[config.mk]
export PLATFORM = sky130hd
export DESIGN_NAME = tdm_tx
export DESIGN_NICKNAME = d
export VERILOG_FILES = /design/src/rtl/tdm_tx_pkg.sv /design/src/rtl/tdm_tx_edges.sv /design/src/rtl/tdm_tx_fifo.sv /design/src/rtl/tdm_tx_serializer.sv /design/src/rtl/tdm_tx.sv
export SDC_FILE = /design/constraint.sdc
export NUM_CORES = 1
export LEC_CHECK = 0
export ABC_AREA = 1
export BUFFER_PORTS_ARGS = -buffer_cell sky130_fd_sc_hd__buf_2
export CORE_MARGIN = 5
export CORE_UTILIZATION = 62
export CTS_BUF_LIST = sky130_fd_sc_hd__clkbuf_16
export DETAILED_ROUTE_END_ITERATION = 7
export HOLD_SLACK_MARGIN = 0.06
export PLACE_DENSITY = 0.84
export REMOVE_ABC_BUFFERS = 1
export SKIP_CTS_REPAIR_TIMING = 1
export SLEW_MARGIN = 20
export SYNTH_ARGS = -nofsm -noshare
export SYNTH_HDL_FRONTEND = slang
export SYNTH_SLANG_ARGS = --single-unit
[constraint.sdc]
create_clock -name clk -period 3.4 [get_ports clk]
set_input_delay 0.51 -clock clk [delete_from_list [all_inputs] [get_ports clk]]
set_output_delay 0.51 -clock clk [all_outputs]
set_load 0.01 [all_outputs]
[src/rtl/tdm_tx_pkg.sv]
package tdm_tx_pkg;

    localparam int TX_WORD_W     = 16;
    localparam int TX_SLOTS      = 4;
    localparam int TX_SLOT_W     = $clog2(TX_SLOTS);
    localparam int TX_CNT_W      = $clog2(TX_WORD_W);
    localparam int TX_FIFO_DEPTH = 16;

    typedef enum logic {
        FRAME_SINGLE = 1'b0,
        FRAME_MULTI  = 1'b1
    } frame_mode_e;

    typedef enum logic {
        LEN_SHORT = 1'b0,
        LEN_LONG  = 1'b1
    } word_len_e;

    typedef struct packed {
        frame_mode_e           mode;
        word_len_e             len;
        logic [TX_SLOT_W-1:0]  last_slot;
        logic [TX_SLOTS-1:0]   slot_en;
    } tx_cfg_t;

    typedef struct packed {
        logic                  active;
        logic                  start_pend;
        logic                  oe;
        logic [TX_SLOT_W-1:0]  slot;
        logic [TX_CNT_W-1:0]   bitn;
        logic [TX_WORD_W-1:0]  sh;
    } ser_state_t;

    // A slot carries data when framing is single-slot or its enable is set.
    function automatic logic slot_live(tx_cfg_t c, logic [TX_SLOT_W-1:0] idx);
        return (c.mode == FRAME_SINGLE) || c.slot_en[idx];
    endfunction

    function automatic logic [TX_SLOT_W-1:0] final_slot(tx_cfg_t c);
        return (c.mode == FRAME_SINGLE) ? '0 : c.last_slot;
    endfunction

    function automatic logic [TX_CNT_W-1:0] final_bit(tx_cfg_t c);
        return (c.len == LEN_LONG) ? TX_CNT_W'(TX_WORD_W - 1) : TX_CNT_W'(TX_WORD_W / 2 - 1);
    endfunction

    // Left-justify a sample so the shift register MSB is always the first bit.
    function automatic logic [TX_WORD_W-1:0] align_word(logic [TX_WORD_W-1:0] d, word_len_e l);
        return (l == LEN_LONG) ? d : {d[TX_WORD_W/2-1:0], {(TX_WORD_W/2){1'b0}}};
    endfunction

endpackage

[src/rtl/tdm_tx_edges.sv]
module tdm_tx_edges #(
    parameter int STAGES = 2
) (
    input  logic clk,
    input  logic rst,
    input  logic bclk_in,
    input  logic fsync_in,
    output logic rise,
    output logic fall,
    output logic fsync
);
    logic [1:0] synced;
    logic       bclk_d;

    generate
        if (STAGES == 0) begin : g_direct
            assign synced = {bclk_in, fsync_in};
        end else begin : g_sync
            logic [1:0] chain [STAGES];
            always_ff @(posedge clk) begin
                if (rst) begin
                    for (int i = 0; i < STAGES; i++) chain[i] <= '0;
                end else begin
                    chain[0] <= {bclk_in, fsync_in};
                    for (int i = 1; i < STAGES; i++) chain[i] <= chain[i-1];
                end
            end
            assign synced = chain[STAGES-1];
        end
    endgenerate

    always_ff @(posedge clk) begin
        if (rst) bclk_d <= 1'b0;
        else     bclk_d <= synced[1];
    end

    assign rise  = synced[1] & ~bclk_d;
    assign fall  = ~synced[1] & bclk_d;
    assign fsync = synced[0];
endmodule

[src/rtl/tdm_tx_fifo.sv]
module tdm_tx_fifo #(
    parameter  int WIDTH = 16,
    parameter  int DEPTH = 16,
    localparam int AW    = $clog2(DEPTH),
    localparam int CW    = $clog2(DEPTH + 1)
) (
    input  logic             clk,
    input  logic             rst,
    input  logic             wr_en,
    input  logic [WIDTH-1:0] wr_data,
    input  logic             pop,
    output logic [WIDTH-1:0] rd_data,
    output logic             full,
    output logic             empty
);
    logic [WIDTH-1:0] mem [DEPTH];
    logic [AW-1:0]    wr_ptr, rd_ptr;
    logic [CW-1:0]    count;
    logic             push;

    assign push    = wr_en && !full;
    assign full    = (count == CW'(DEPTH));
    assign empty   = (count == '0);
    assign rd_data = mem[rd_ptr];

    function automatic logic [AW-1:0] bump(logic [AW-1:0] p);
        return (p == AW'(DEPTH - 1)) ? '0 : p + 1'b1;
    endfunction

    always_ff @(posedge clk) begin
        if (push) mem[wr_ptr] <= wr_data;
    end

    always_ff @(posedge clk) begin
        if (rst) begin
            wr_ptr <= '0;
            rd_ptr <= '0;
            count  <= '0;
        end else begin
            if (push) wr_ptr <= bump(wr_ptr);
            if (pop)  rd_ptr <= bump(rd_ptr);
            case ({push, pop})
                2'b10:   count <= count + 1'b1;
                2'b01:   count <= count - 1'b1;
                default: count <= count;
            endcase
        end
    end
endmodule

[src/rtl/tdm_tx_serializer.sv]
module tdm_tx_serializer
    import tdm_tx_pkg::*;
(
    input  logic                 clk,
    input  logic                 rst,
    input  logic                 en,
    input  logic                 rise,
    input  logic                 fall,
    input  logic                 fsync,
    input  tx_cfg_t              cfg,
    input  logic                 fifo_empty,
    input  logic [TX_WORD_W-1:0] fifo_data,
    output logic                 pop,
    output logic                 tx_data,
    output logic                 tx_oe,
    output logic                 underrun
);
    ser_state_t           st;
    logic                 at_last, more, load_go, load_on, follow;
    logic [TX_SLOT_W-1:0] nxt_slot, load_idx;

    always_comb begin
        nxt_slot = st.slot + 1'b1;
        at_last  = st.active && (st.bitn == final_bit(cfg));
        more     = st.active && (st.slot < final_slot(cfg));
        load_go  = rise && (st.start_pend || (at_last && more));
        load_idx = st.start_pend ? '0 : nxt_slot;
        load_on  = slot_live(cfg, load_idx);
        // Word that starts on the coming rising edge keeps the pin driven.
        follow   = fsync ? slot_live(cfg, '0) : (more && slot_live(cfg, nxt_slot));
    end

    assign pop     = en && load_go && load_on && !fifo_empty;
    assign tx_data = st.sh[TX_WORD_W-1];
    assign tx_oe   = st.oe;

    always_ff @(posedge clk) begin
        if (rst || !en) begin
            st <= '0;
        end else if (fall) begin
            st.start_pend <= fsync;
            if (at_last && !follow) st.oe <= 1'b0;
        end else if (rise) begin
            st.start_pend <= 1'b0;
            if (load_go) begin
                st.active <= 1'b1;
                st.slot   <= load_idx;
                st.bitn   <= '0;
                st.oe     <= load_on;
                st.sh     <= (load_on && !fifo_empty) ? align_word(fifo_data, cfg.len) : '0;
            end else if (at_last) begin
                st.active <= 1'b0;
                st.oe     <= 1'b0;
            end else if (st.active) begin
                st.bitn <= st.bitn + 1'b1;
                st.sh   <= {st.sh[TX_WORD_W-2:0], 1'b0};
            end
        end
    end

    always_ff @(posedge clk) begin
        if (rst) underrun <= 1'b0;
        else if (en && load_go && load_on && fifo_empty) underrun <= 1'b1;
    end
endmodule

[src/rtl/tdm_tx.sv]
module tdm_tx
    import tdm_tx_pkg::*;
#(
    parameter int FIFO_DEPTH  = TX_FIFO_DEPTH,
    parameter int SYNC_STAGES = 2
) (
    input  logic                 clk,
    input  logic                 rst,
    input  logic                 tx_enable,
    input  logic                 bclk,
    input  logic                 fsync,
    input  logic                 net_mode,
    input  logic                 wide_words,
    input  logic [TX_SLOT_W-1:0] slot_last,
    input  logic [TX_SLOTS-1:0]  slot_en,
    input  logic                 wr_en,
    input  logic [TX_WORD_W-1:0] wr_data,
    output logic                 fifo_full,
    output logic                 tx_data,
    output logic                 tx_oe,
    output logic                 tx_underrun
);
    tx_cfg_t              cfg;
    logic                 bit_rise, bit_fall, fs_sync;
    logic                 fifo_pop, fifo_empty;
    logic [TX_WORD_W-1:0] fifo_rd;

    assign cfg = '{mode:      frame_mode_e'(net_mode),
                   len:       word_len_e'(wide_words),
                   last_slot: slot_last,
                   slot_en:   slot_en};

    tdm_tx_edges #(.STAGES(SYNC_STAGES)) u_edges (
        .clk      (clk),
        .rst      (rst),
        .bclk_in  (bclk),
        .fsync_in (fsync),
        .rise     (bit_rise),
        .fall     (bit_fall),
        .fsync    (fs_sync)
    );

    tdm_tx_fifo #(.WIDTH(TX_WORD_W), .DEPTH(FIFO_DEPTH)) u_fifo (
        .clk     (clk),
        .rst     (rst),
        .wr_en   (wr_en),
        .wr_data (wr_data),
        .pop     (fifo_pop),
        .rd_data (fifo_rd),
        .full    (fifo_full),
        .empty   (fifo_empty)
    );

    tdm_tx_serializer u_ser (
        .clk        (clk),
        .rst        (rst),
        .en         (tx_enable),
        .rise       (bit_rise),
        .fall       (bit_fall),
        .fsync      (fs_sync),
        .cfg        (cfg),
        .fifo_empty (fifo_empty),
        .fifo_data  (fifo_rd),
        .pop        (fifo_pop),
        .tx_data    (tx_data),
        .tx_oe      (tx_oe),
        .underrun   (tx_underrun)
    );
endmodule

==> flow_metrics.tcl <==
set metrics [dict create \
    status "finished, final reports clean" \
    grt_remaining_overflow 0 \
    fill_cells 1425 \
    cts_tree "done" \
    startpoint_type "flip-flop" \
    worst_slack_ps 372 \
    fin_skew_ps 13.7 \
    criticalPathCategory "flip-flop to flip-flop" \
    finalSetupViolCount 0 \
    synth_cell_type_count 37 \
    period_minus_slack_ps 3030 \
    drcViolationCount 0 \
    post-dp-hpwl_um 17600 \
    hold_path_class "primary input to flip-flop" \
    finalHoldViolations 0 \
    io_buffers 33 \
    syn_area_sq_um 13300 \
    drv_slew 0 \
    ys_warn_count 0 \
    ff_latch_area_sq_um 8650 \
    cts.sinks 304 \
    rows 53 \
    core-area_sq_um 21000 \
    cts_max_level 1 \
    track_usage_pct 24.8 \
    diodes 0 \
    async_reset_ff_share_pct 0 \
    die_height_um 156 \
    synth-seq-cells 304 \
    drt-pass1-iter-count 8 \
    cap_viol_max_count 0 \
    numCtsBuffers 29 \
    max_freq_mhz 330 \
    crit_required_ps 3830 \
    syn2layout_area_growth_pct 10.0 \
    drive_above_1_share_pct 10.3 \
    p_leak_nw 5.89 \
    wl_per_cell_um 18.3 \
    synthFlopType "edfxtp_1" \
    nets 1392 \
    r2r-end "u_fifo.count[4]" \
    start_util_pct 63.0 \
    rsz0062_at_grt "no" \
    clockRootBuffer "clkbuf_16" \
    pre_cts_ws_ps 142 \
    worst_slew_pin_slew_ps 785 \
    grt_pass1_wl_um 47100 \
    ant_nets 0 \
    worstSetupStartpoint "u_ser.st[16]" \
    min_period_over_period_pct 89.1 \
    syn_avg_cell_area_sq_um 10.0 \
    multiInputGateArea_sq_um 3860 \
    antenna_found_initial 1 \
    relSlewSlack_pct 47.6 \
    via_per_inst 5.77 \
    crit_path_end_kind "flip-flop" \
    peakVddDrop_uv 457 \
    grt_pass1_vias 9165 \
    clk_latency_ps 540 \
    vias 9490 \
    die_x_um 156 \
    whs_ps 177 \
    synth_edf_count 256 \
    drt_iter0_drc 1223 \
    reg2reg_slack_ps 370 \
    clockBufferDepth 3 \
    wl_um 30200 \
    reg2regPathDepth 19 \
    dieArea_sq_um 24400 \
    grt_max_degree 140 \
    io_pins 34 \
    clkTransAtPathRegs_ps 60 \
    netlist_instances 1320 \
    cellPowerDensity_nw_per_um2 510 \
    critical_path.max_fanout 6 \
    gp_congestion 0.876 \
    crit_end "u_fifo.count[4]" \
    arrival_ps 3460 \
    seq_area_frac_synth_pct 65.3 \
    r2r-start "u_ser.st[16]" \
]
registers in the layout, indices dropped and copies added (netlist names), named ones only:
register              flops
u_fifo.wr_ptr             4
u_fifo.count              5
u_ser.tx_data             1
u_ser.underrun            1
u_ser.st                 23
u_edges.bclk_d            1
u_edges.g_sync.chain      4
u_ser.tx_oe               1
u_fifo.rd_ptr             4
u_fifo.mem              256
per-stage QoR:
stage | TNS [ps] | instance area, sq um | cells | util (%) | total power [mW]
floorplan | -15190 | 12900 | 1260 | - | 4.30
global placement | 0 | 13700 | 1593 | 65.0 | 4.41
detailed placement | 0 | 13700 | 1593 | 65.0 | 4.42
CTS | 0 | 14600 | 1646 | 69.4 | 7.46
global route | 0 | 14600 | 1646 | 69.4 | 7.64
finish | 0 | 14600 | 1646 | 69.4 | 7.43
worst min path at each step:
stage                               start                         end  slack, ps  cells after the start
2_1_floorplan  u_edges.g_sync.chain[0][0]  u_edges.g_sync.chain[0][2]        390                      2
3_3_place_gp   u_edges.g_sync.chain[0][0]  u_edges.g_sync.chain[0][2]        390                      2
3_5_place_dp   u_edges.g_sync.chain[0][1]  u_edges.g_sync.chain[0][3]        410                      2
4_1_cts                             fsync  u_edges.g_sync.chain[0][0]        160                      3
5_1_grt                              bclk  u_edges.g_sync.chain[0][1]        190                      3
6_report                            fsync  u_edges.g_sync.chain[0][0]        180                      3
final cells by class:
class,instances,share of cell area (%)
Timing Repair Buffer,58,2.68
Sequential cell,304,59.3
Multi-Input combinational cell,845,26.5
Tap cell,275,2.36
Clock buffer,29,4.98
Inverter,111,2.89
Clock inverter,24,1.24
worst max-delay path: stages, from the launching register on:
cell and delay, ps:
dfxtp_1 350, ha_1 210, nand3_1 120, nor2_2 170, nand3_2 100, a21oi_1 140, nand4_1 190, inv_1 170
ha_1 300, xor2_1 240, ha_1 180, inv_1 40, nand2_1 90, nand2_1 60, o21ai_0 190, a21oi_1 90
o21ai_0 100, nand2_1 70, nand2_1 60, nor2_1 40
where the power goes:
group / internal, mW / switching [mW]
sequential: 4.08 / 0.0170
clock: 1.77 / 1.32
combinational: 0.0650 / 0.180
synth_stat cells, types with 2 or more instances:
library cell    n  area, sq um
inv_2           3         11.3
nand3_1       152          761
dfxtp_1        48          961
buf_1           4         15.0
nand2_4         2         22.5
nand4_1         3         18.8
buf_2          20          100
inv_1         105          394
edfxtp_1      256         7690
nand3_2         4         40.0
a21oi_1        47          235
o21ai_0        41          205
inv_4           2         12.5
o21ai_1         4         20.0
xor2_1          4         35.0
nand2_2         6         37.5
buf_6           7         78.8
o211ai_1       12         90.1
xnor2_1         2         17.5
ha_1           13          163
nor2_1        103          387
nor2_2          3         18.8
nand2_1       434         1630
clkbuf_1       14         52.6
buf_4          15          113
a21oi_2         4         35.0
nor3_1          2         10.0
metal layers:
| layer | wire (um) | vias up | GRT usage [%] |
|---|---|---|---|
| met5 | 11 | - | 0 |
| met4 | 1210 | 2 | 10.7 |
| met3 | 2710 | 104 | 4.85 |
| met2 | 14800 | 469 | 41.1 |
| met1 | 11400 | 4468 | 32.0 |
| li1 | - | 4447 | - |
logic make-up after synthesis:
family / share of synthesized area, %
adder cells (fa/ha/maj): 1.23
buffers and inverters: 5.89
AO/OA/AOI/OAI: 4.77
AND/OR/NAND/NOR: 22.5
flip-flops: 65.3
XOR/XNOR: 0.397
layout by cell type (no fill, tap or decap), types with 3 or more instances in the layout:
| cell | Yosys | routed |
|---|---|---|
| o211ai_1 | 12 | 12 |
| inv_2 | 3 | 3 |
| inv_1 | 105 | 109 |
| nand4_1 | 3 | 3 |
| a21oi_2 | 4 | 4 |
| nand3_2 | 4 | 4 |
| ha_1 | 13 | 13 |
| nor2_1 | 103 | 87 |
| nand3_1 | 152 | 152 |
| nand2_2 | 6 | 6 |
| o21ai_0 | 41 | 41 |
| dfxtp_1 | 48 | 47 |
| nand2_1 | 434 | 434 |
| nor2_2 | 3 | 19 |
| a21oi_1 | 47 | 47 |
| buf_12 | 0 | 3 |
| xor2_1 | 4 | 4 |
| o21ai_1 | 4 | 4 |
| buf_4 | 15 | 22 |
| buf_2 | 20 | 33 |
| edfxtp_1 | 256 | 256 |
| bufinv_16 | 0 | 3 |
| clkbuf_16 | 0 | 29 |
| clkinv_1 | 1 | 13 |
(Power assumes the default switching activity.)
